[config.mk]
export PLATFORM = sky130hd
export DESIGN_NAME = ref_pulse_seq
export DESIGN_NICKNAME = d
export VERILOG_FILES = /design/src/rtl/rps_pkg.sv /design/src/rtl/rps_timer.sv /design/src/rtl/rps_fsm.sv /design/src/rtl/rps_pulse_gen.sv /design/src/rtl/ref_pulse_seq.sv
export SDC_FILE = /design/constraint.sdc
export NUM_CORES = 1
export LEC_CHECK = 0
export ABC_AREA = 1
export CORE_MARGIN = 3
export CORE_UTILIZATION = 50
export CTS_BUF_LIST = sky130_fd_sc_hd__clkbuf_4 sky130_fd_sc_hd__clkbuf_8
export DETAILED_ROUTE_END_ITERATION = 10
export PLACE_DENSITY = 0.72
export REMOVE_ABC_BUFFERS = 1
export SLEW_MARGIN = 10
export SYNTH_ARGS = -nofsm -noshare
export SYNTH_HDL_FRONTEND = slang
export SYNTH_SLANG_ARGS = --single-unit
[constraint.sdc]
create_clock -name clk_i -period 4.8 [get_ports clk_i]
set_input_delay 0.96 -clock clk_i [delete_from_list [all_inputs] [get_ports clk_i]]
set_output_delay 0.96 -clock clk_i [all_outputs]
set_load 0.005 [all_outputs]
[src/rtl/rps_pkg.sv]
package rps_pkg;
  typedef enum logic [2:0] {
    ST_IDLE, ST_DIS, ST_RST, ST_ENA, ST_START, ST_RUN
  } rps_state_e;

  // returns {continuous, index of last pulse}
  function automatic logic [4:0] decode_mode(input logic [2:0] m);
    case (m)
      3'd0:    decode_mode = 5'b0_0000;
      3'd1:    decode_mode = 5'b0_0001;
      3'd2:    decode_mode = 5'b0_0011;
      3'd3:    decode_mode = 5'b0_0111;
      3'd4:    decode_mode = 5'b0_1111;
      default: decode_mode = 5'b1_1111;
    endcase
  endfunction
endpackage

[src/rtl/rps_timer.sv]
module rps_timer #(
  parameter int TMR_W = 12,
  localparam int PER_W = TMR_W + 1
) (
  input  logic             clk_i,
  input  logic             rst_ni,
  input  logic [PER_W-1:0] period_i,
  output logic             tick_o
);
  logic [TMR_W-1:0] cnt_q;
  logic [PER_W-1:0] per_m1;

  assign per_m1 = period_i - PER_W'(1);
  assign tick_o = PER_W'(cnt_q) >= per_m1;

  always_ff @(posedge clk_i or negedge rst_ni) begin
    if (!rst_ni)     cnt_q <= '0;
    else if (tick_o) cnt_q <= '0;
    else             cnt_q <= cnt_q + TMR_W'(1);
  end

  p_wrap_after_tick_r1: assert property (@(posedge clk_i) disable iff (!rst_ni)
    tick_o |=> cnt_q == '0);
endmodule

[src/rtl/rps_fsm.sv]
module rps_fsm
  import rps_pkg::*;
(
  input  logic       clk_i,
  input  logic       rst_ni,
  input  logic       tick_i,
  input  logic       req_i,
  input  logic       stop_i,
  input  logic       cfg_ok_i,
  input  logic       gen_done_i,
  output rps_state_e state_o,
  output logic       start_evt_o
);
  rps_state_e state_q, state_d;
  logic       pend_q;
  logic       in_step;

  assign in_step = (state_q == ST_DIS) || (state_q == ST_RST) ||
                   (state_q == ST_ENA) || (state_q == ST_START);

  always_comb begin
    state_d = state_q;
    case (state_q)
      ST_IDLE:  if (pend_q && tick_i && cfg_ok_i) state_d = ST_DIS;
      ST_DIS:   if (tick_i) state_d = ST_RST;
      ST_RST:   if (tick_i) state_d = ST_ENA;
      ST_ENA:   if (tick_i) state_d = ST_START;
      ST_START: if (tick_i) state_d = ST_RUN;
      ST_RUN:   if (gen_done_i) state_d = ST_IDLE;
      default:  state_d = ST_IDLE;
    endcase
    if (stop_i) state_d = ST_IDLE;
  end

  always_ff @(posedge clk_i or negedge rst_ni) begin
    if (!rst_ni) begin
      state_q <= ST_IDLE;
      pend_q  <= 1'b0;
    end else begin
      state_q <= state_d;
      if (stop_i || state_d != ST_IDLE) pend_q <= 1'b0;
      else if (req_i && state_q == ST_IDLE) pend_q <= 1'b1;
    end
  end

  assign state_o     = state_q;
  assign start_evt_o = (state_q == ST_ENA) && tick_i && !stop_i;

  p_step_on_tick_r2: assert property (@(posedge clk_i) disable iff (!rst_ni)
    ($past(in_step) && state_q != $past(state_q)) |-> $past(tick_i || stop_i));
  p_hold_on_err_r9: assert property (@(posedge clk_i) disable iff (!rst_ni)
    (state_q == ST_IDLE && !cfg_ok_i) |=> state_q == ST_IDLE);
endmodule

[src/rtl/rps_pulse_gen.sv]
module rps_pulse_gen #(
  parameter int TMR_W     = 12,
  parameter int START_LAT = 3,
  localparam int PER_W = TMR_W + 1
) (
  input  logic             clk_i,
  input  logic             rst_ni,
  input  logic             start_evt_i,
  input  logic             gate_i,
  input  logic [PER_W-1:0] period_i,
  input  logic [3:0]       last_idx_i,
  input  logic             cont_i,
  output logic             level_o,
  output logic             done_o
);
  logic             launch;
  logic             gen_on_q, level_q;
  logic [TMR_W-1:0] cnt_q;
  logic [3:0]       idx_q;
  logic             wrap;

  generate
    if (START_LAT == 0) begin : g_nodly
      assign launch = start_evt_i;
    end else begin : g_dly
      logic [START_LAT-1:0] sh_q;
      always_ff @(posedge clk_i or negedge rst_ni) begin
        if (!rst_ni) sh_q <= '0;
        else begin
          sh_q[0] <= start_evt_i;
          for (int i = 1; i < START_LAT; i++) sh_q[i] <= sh_q[i-1];
        end
      end
      assign launch = sh_q[START_LAT-1];
    end
  endgenerate

  assign wrap   = PER_W'(cnt_q) >= (period_i - PER_W'(1));
  assign done_o = gen_on_q && level_q && wrap && idx_q == last_idx_i && !cont_i;

  always_ff @(posedge clk_i or negedge rst_ni) begin
    if (!rst_ni) begin
      gen_on_q <= 1'b0;
      level_q  <= 1'b0;
      cnt_q    <= '0;
      idx_q    <= '0;
    end else if (!gate_i) begin
      gen_on_q <= 1'b0;
      level_q  <= 1'b0;
    end else if (launch) begin
      gen_on_q <= 1'b1;
      level_q  <= 1'b1;
      cnt_q    <= '0;
      idx_q    <= '0;
    end else if (gen_on_q) begin
      if (wrap) begin
        cnt_q <= '0;
        if (level_q) begin
          level_q <= 1'b0;
          idx_q   <= idx_q + 4'd1;
          if (done_o) gen_on_q <= 1'b0;
        end else begin
          level_q <= 1'b1;
        end
      end else begin
        cnt_q <= cnt_q + TMR_W'(1);
      end
    end
  end

  assign level_o = gen_on_q & level_q;

  p_done_stops_gen_r6: assert property (@(posedge clk_i) disable iff (!rst_ni)
    done_o |=> !gen_on_q);
endmodule

[src/rtl/ref_pulse_seq.sv]
module ref_pulse_seq
  import rps_pkg::*;
#(
  parameter int TMR_W     = 12,
  parameter int OFS_W     = 12,
  parameter int START_LAT = 3,
  localparam int PER_W = TMR_W + 1,
  localparam int CMP_W = ((OFS_W > PER_W) ? OFS_W : PER_W) + 1
) (
  input  logic             clk_i,
  input  logic             rst_ni,
  input  logic [TMR_W-1:0] tmr_period_i,
  input  logic [OFS_W-1:0] phase_ofs_i,
  input  logic [2:0]       pulse_mode_i,
  input  logic             req_i,
  input  logic             stop_i,
  output logic             div_dis_o,
  output logic             div_rst_o,
  output logic             div_en_o,
  output logic             div_start_o,
  output logic             pulse_o,
  output logic             busy_o,
  output logic             cfg_err_o
);
  logic [PER_W-1:0] period;
  logic             tick, start_evt, gen_done, gen_level, gate;
  logic [4:0]       mode_dec;
  rps_state_e       state;

  assign period = (tmr_period_i == '0) ? {1'b1, {TMR_W{1'b0}}} : {1'b0, tmr_period_i};

  // runt-safe limit: offset must not exceed P/2 - 8
  assign cfg_err_o = (CMP_W'(phase_ofs_i) + CMP_W'(8)) > CMP_W'(period >> 1);
  assign mode_dec  = decode_mode(pulse_mode_i);

  rps_timer #(.TMR_W(TMR_W)) u_timer (
    .clk_i, .rst_ni, .period_i(period), .tick_o(tick)
  );

  rps_fsm u_fsm (
    .clk_i, .rst_ni, .tick_i(tick), .req_i, .stop_i,
    .cfg_ok_i(!cfg_err_o), .gen_done_i(gen_done),
    .state_o(state), .start_evt_o(start_evt)
  );

  assign gate = (state == ST_START) || (state == ST_RUN);

  rps_pulse_gen #(.TMR_W(TMR_W), .START_LAT(START_LAT)) u_pgen (
    .clk_i, .rst_ni, .start_evt_i(start_evt), .gate_i(gate),
    .period_i(period), .last_idx_i(mode_dec[3:0]), .cont_i(mode_dec[4]),
    .level_o(gen_level), .done_o(gen_done)
  );

  // combinational cut-off from the state register
  assign pulse_o     = gen_level & gate & !cfg_err_o;
  assign busy_o      = state != ST_IDLE;
  assign div_dis_o   = state == ST_DIS;
  assign div_rst_o   = state == ST_RST;
  assign div_en_o    = state == ST_ENA;
  assign div_start_o = state == ST_START;

  p_stop_cuts_r8: assert property (@(posedge clk_i) disable iff (!rst_ni)
    $past(stop_i) |-> (!pulse_o && !busy_o));
  p_err_silences_r9: assert property (@(posedge clk_i) disable iff (!rst_ni)
    cfg_err_o |-> !pulse_o);
  p_pulse_in_busy_r6: assert property (@(posedge clk_i) disable iff (!rst_ni)
    pulse_o |-> busy_o);
endmodule

* Word-level counts from Yosys, hierarchy flattened
Cells that the tools add are included.
Widths: inputs -> output; s select.
** Storage, ports and cells
- Bits in registers :: 37
- Bits of input ports :: 31
** Operators by class
- $add $sub $neg :: 5
- Order comparisons :: 3
- Equal/unequal tests :: 12
- Multiplexer cells :: 31
- Bitwise gates (word level) :: 3
- Reduce and logical (&&, ||, !) cells :: 26
** Operators by type and width (count)
- $mux 12 :: 4
- $ge 12x13->1 :: 2
- $pmux 5 s5 :: 1
- $add 12x1->12 const B :: 2
- $mux 3 :: 7
- $pmux 3 s6 :: 1
- $mux 4 :: 4
- $add 12x4->13 const B :: 1
- $gt 13x12->1 :: 1
- $mux 1 :: 13
- $mux 13 :: 1
- $sub 13x1->13 const B :: 1
- $eq 3x2->1 const B :: 4
- $logic_not 12->1 :: 1
- $eq 3x3->1 const B :: 3
- $logic_and 1x1->1 :: 9
- $reduce_bool 2->1 :: 4
- $eq 3x1->1 const B :: 2
- $logic_not 3->1 :: 2
- $ne 3x1->1 const B :: 2
- $reduce_bool 3->1 :: 2
- $add 4x1->4 const B :: 1
- $eq 4x4->1 :: 1
- $reduce_and 2->1 :: 2
- 4 further kinds :: 9

* Depth between registers and ports, before layout
Gate-level depths: netlist (run 1).
- Word-level depth :: 13
- Depth in mapped cells :: 28
- Depth with buffers taken out :: 28

* By module
A second synthesis (run 1) with hierarchy kept.
** Unflattened totals
- Cell total of the unflattened synthesis :: 523
- Area total of the unflattened synthesis :: 3722.3 µm²
** By module, submodules not included
- rps_pulse_gen :: instances 1, cells an instance 212, area an instance 1632.8 µm², seq. area each 525.5 µm²
- rps_timer :: instances 1, cells an instance 143, area an instance 1117.3 µm², seq. area each 300.3 µm²
- ref_pulse_seq :: instances 1, cells an instance 125, area an instance 694.4 µm², seq. area each 0.0 µm²
- rps_fsm :: instances 1, cells an instance 43, area an instance 277.8 µm², seq. area each 100.1 µm²

* Least setup slack after synthesis (run 1)
OpenSTA, ideal clock, no wires.
- Kind :: input-to-output
- From :: input port phase_ofs_i[4]
- To :: output port pulse_o
- Data arrival time :: 2593 ps
- Data required time :: 3840 ps
- Slack :: 1247 ps
- Stages :: 13
- Buffers on the path :: 0
- Cell sequence :: inv_1 > nor3_1 > nand2_1 > nor3_1 > xnor2_1 > inv_1 > ha_1 > a21oi_1 > o211ai_1 > nand3b_1 > nand2_1 > inv_1 > nor3_1
** Between the ends
- Word-level cells in the longest chain between the ends :: 4
** Ends and longest elaborated chain
- start, declared :: line ref_pulse_seq.sv:13 : input logic [OFS_W-1:0] phase_ofs_i,
- $add 12x4->13 :: line ref_pulse_seq.sv:33 : assign cfg_err_o = (CMP_W'(phase_ofs_i) + CMP_W'(8)) > CMP_W'(period >> 1);
- $gt 13x12->1 :: line ref_pulse_seq.sv:33
- via cfg_err_o :: line ref_pulse_seq.sv:23 : output logic cfg_err_o
- $logic_not 1->1 :: line ref_pulse_seq.sv:55 : assign pulse_o = gen_level & gate & !cfg_err_o;
- $and 1x1->1 :: line ref_pulse_seq.sv:55
- end, declared :: line ref_pulse_seq.sv:21 : output logic pulse_o,
The timed path passes the listed nets, and every way through them passes these cells.

* Worst setup path in the final report (run 1)
- From :: input port phase_ofs_i[4]
- To :: output port cfg_err_o
** Between the ends
- Word-level cells in the longest chain between the ends :: 2
** Ends and longest elaborated chain (line)
- $add 12x4->13 :: ref_pulse_seq.sv:33
- $gt 13x12->1 :: ref_pulse_seq.sv:33
- end, declared :: ref_pulse_seq.sv:23
Every way passes these cells.

==> results of run 1 <==
-- metal layers --
layer	GRT usage, %	up-vias
met5	0	-
met4	3.347	0
met3	3.387	2
met2	33.08	54
met1	26.11	1326
li1	-	1526
-- layout by cell type, fill, tap and decap left out, types with 6 or more instances in the layout --
cell type and count:
ha_1 37, nand2_2 14, xor2_1 21, nor2_1 47
xnor2_1 9, nand2_1 68, a21oi_1 16, nand2_4 7
nor3_1 13, o21ai_0 12, inv_1 66, dfrtp_1 37
clkdlybuf4s50_1 35, nand3_1 18, buf_4 9, clkbuf_8 6
-- worst paths after layout --
path / start / endpoint / slack (ns) / depth (start not counted)
worst max register to register: u_timer.cnt_q[2] / u_fsm.pend_q / 2.40 / 20
worst min-delay path: u_pgen.g_dly.sh_q[0] / u_pgen.g_dly.sh_q[1] / 0.35 / 0
max in group asynchronous: rst_ni / u_timer.cnt_q[0] / 3.36 / 2
worst max-delay path: phase_ofs_i[4] / cfg_err_o / 0.19 / 15
min in group asynchronous: rst_ni / u_pgen.idx_q[2] / 1.10 / 2
worst min register to register: u_pgen.g_dly.sh_q[0] / u_pgen.g_dly.sh_q[1] / 0.35 / 0
-- worst reg2reg max path: stages, from the launching register on --
cell and delay [ns]:
dfrtp_1 0.42, ha_1 0.31, nand2_1 0.05, a21oi_1 0.12, o211ai_1 0.09, nand2_1 0.07
nand2_1 0.05, a21boi_0 0.20, nand3_1 0.10, nand2_1 0.08, nand2_1 0.06, nand2_1 0.07
nand2_2 0.08, nand2_4 0.19, nand2_1 0.08, nand2_1 0.06, inv_1 0.04, nand2_2 0.07
nand2_2 0.05, nand2_1 0.07, nor2_2 0.04
-- power groups by stage --
stage | Clock [mW] | Sequential (mW) | Combinational [mW]
5_1_grt | 0.245 | 0.389 | 0.330
2_1_floorplan | 0 | 0.379 | 0.194
6_report | 0.224 | 0.384 | 0.285
3_5_place_dp | 0 | 0.390 | 0.284
3_3_place_gp | 0 | 0.388 | 0.271
4_1_cts | 0.232 | 0.383 | 0.288
-- sequential cells by signal, summed over array words and instances (netlist names) --
register,cells
u_pgen.level_q,1
u_pgen.idx_q,4
u_fsm.pend_q,1
u_pgen.gen_on_q,1
u_fsm.state_o,3
u_pgen.cnt_q,12
u_pgen.g_dly.sh_q,3
u_timer.cnt_q,12
-- logic make-up after synthesis --
group	count (synthesis)	share of synthesized area [%]
xor gates and xnor gates	30	7.816
adders and majority gates	38	14.14
buffers and inverters	73	8.374
AOI/OAI and AO/OA	50	9.230
and+or+nand+nor	207	32.90
DFF	37	27.54
-- per-stage QoR --
stage / total power [mW] / utilization (%) / instances / worst slack [ns]
after floorplan: 0.5730 / - / 434 / 1.247
after global placement: 0.6593 / 60.55 / 557 / 0.08730
after detailed placement: 0.6740 / 60.55 / 557 / -0.06192
after CTS: 0.9030 / 62.07 / 564 / 0.005521
after global routing: 0.9641 / 62.26 / 564 / -0.02100
final: 0.8926 / 62.26 / 564 / 0.1920
-- what timing repair did --
| action | in CTS | in global routing |
|---|---|---|
| setup endpoints to repair | 1 | 2 |
| pin swaps | 0 | 2 |
| resized for setup | 2 | 4 |
-- cell type report --
class	instances	area, um^2
clock buffer	6	82.58
inverter	72	274.0
fill	590	2424
multi-input combinational	325	2170
clock inverter	1	7.507
sequential	37	925.9
tap	77	96.34
timing repair buffer	46	442.9
==> summary.txt, run 1 <==
outcome -> finished, final reports clean
cell-by-cell trace of the critical path -> clkdlybuf4s50_1 -> ha_2 -> nand3_1 -> nor2_2 -> nand3_1 -> xor2_1 -> inv_1 -> ha_1 -> nand2_1 -> nor2_1 -> nand3_1 -> nand3b_1 -> nand2_1 -> inv_1 -> clkdlybuf4s50_1
worst hold margin -> 0.3540 ns
drt first-iter violations -> 89
I/O pin count -> 38
launching element type of the critical path -> input port
share of power burned in registers -> 43.0%
post-CTS repair timing setup buffer count -> 0
met1 wire length -> 3469 um
met3 WL post-DR -> 240 um
global-route wire length before repair -> 12020 um
Critical-path top delay cell -> clkdlybuf4s50_1
most common cell in the netlist -> nand2_1
Final Wtd Congestion -> 0.8883
Post-Syn Area -> 0.003362 mm^2
maximum vdd drop -> 0.0002753 V
min cycle time layout -> 4.608 ns
Hold WC Path Type -> reg2reg
DRC violation count after routing -> 0
Std-Cell Rows -> 29
Max Root-Sink Buffers -> 2
number of standard cells after synthesis -> 435
cell area reported after detailed placement -> 0.003889 mm^2
CTS buffer count -> 5
commonest cells in the netlist -> 68 x nand2_1, 66 x inv_1, 48 x nor2_1
Post-synth EDFFs -> 0
setup skew after layout -> 0.009387 ns
Switching Power -> 302.0 uW
Slowest Stage Delay on Critical Path -> 0.50 ns
clock tree root buffer cell -> clkbuf_8
uppermost signal routing layer after detailed routing -> met4
final setup violation count -> 0
total count of hold-check failures in the final report -> 0
TritonCTS Sinks -> 37
remaining antenna violation count -> 0
die area -> 0.007744 mm^2
via count of the first global-routing pass -> 2776
wire length after detailed routing -> 7054 um
maximum number of pins on one net before global-route repair -> 38
CP Data Arrival Time -> 3.65 ns
final critical-path share of the clock period -> 96.00%
post-DR vias/cell -> 5.156
switching power as a share of total power -> 33.84%
Reg clk slew, reported paths -> 0.08 ns
setup tns final -> 0 ns
slew at the pin closest to its max-slew limit -> 0.5698 ns
H-tree levels -> 2
FFs w/ async S/R, synth -> 100.0%
total non-filler cell area in the finished layout -> 0.003999 mm^2
biggest area contributors in the synthesized netlist -> dfrtp_1 28%, ha_1 14%, nand2_1 7.6%
initial core utilization -> 52.35%
# hold bufs at CTS -> 0
synthesis warning total -> 0
power share of the combinational group -> 32.0%
cell repeated most along the worst path -> nand3_1
Syn-to-layout area delta -> 18.94%
remaining global-route overflow -> 0
number of search-and-repair iterations in the first detailed-routing pass -> 4
horizontal extent of the die -> 88 um
CP Max Fanout -> 3
internal power -> 590.6 uW
leakage power figure -> 1.958 nW
cell type contributing the most total cell area after synthesis -> dfrtp_1
all-layer global routing usage -> 19.42%
Relative slew margins -> 61.03%
Avg WL per Cell -> 12.51 um
proportion of layout cells with a drive suffix above 1 -> 14.37%
count of different cell masters after synthesis -> 44
count of port buffers added during placement -> 37
met2 wire len -> 3318 um
initial antenna violation count -> 0
Die H -> 88 um
antenna diode instance count -> 0
Total Nets Final -> 556
Critical Setup Path Class -> in2out
number of max-cap violations -> 0
proportion of netlist area held by the largest area contributor -> 27.54%
share of synthesized area occupied by flip-flops and latches -> 27.54%
kind of cell adding the most delay to the critical path -> buffers and inverters
crit end category -> output pin
dominant synthesized flop cell -> dfrtp_1
dpl hpwl -> 5783 um
detailed-route via count -> 2908
Final Max Tran Viols -> 0
peak clock frequency supported by timing -> 0.2170 GHz
mean area per synthesized cell -> 7.729 um^2
critical path buffer and inverter count -> 4
number of flip-flops and latches in the synthesized netlist -> 37
standard cell core area -> 0.006422 mm^2
required time at the endpoint of the critical path -> 3.84 ns
share of total power in the clock network -> 25.0%
TritonCTS clock tree -> done
clk_lat worst skew -> 0.29 ns
power per unit of standard cell area -> 223.2 mW/mm^2
Note: power is estimated with default switching activity, not from simulation.
==> run 2, diff against run 1 <==
HOLD_SLACK_MARGIN = 0.06   (was not set)
==> results of run 2 <==
Final layout, timing and power as in run 1 (identical DEF).
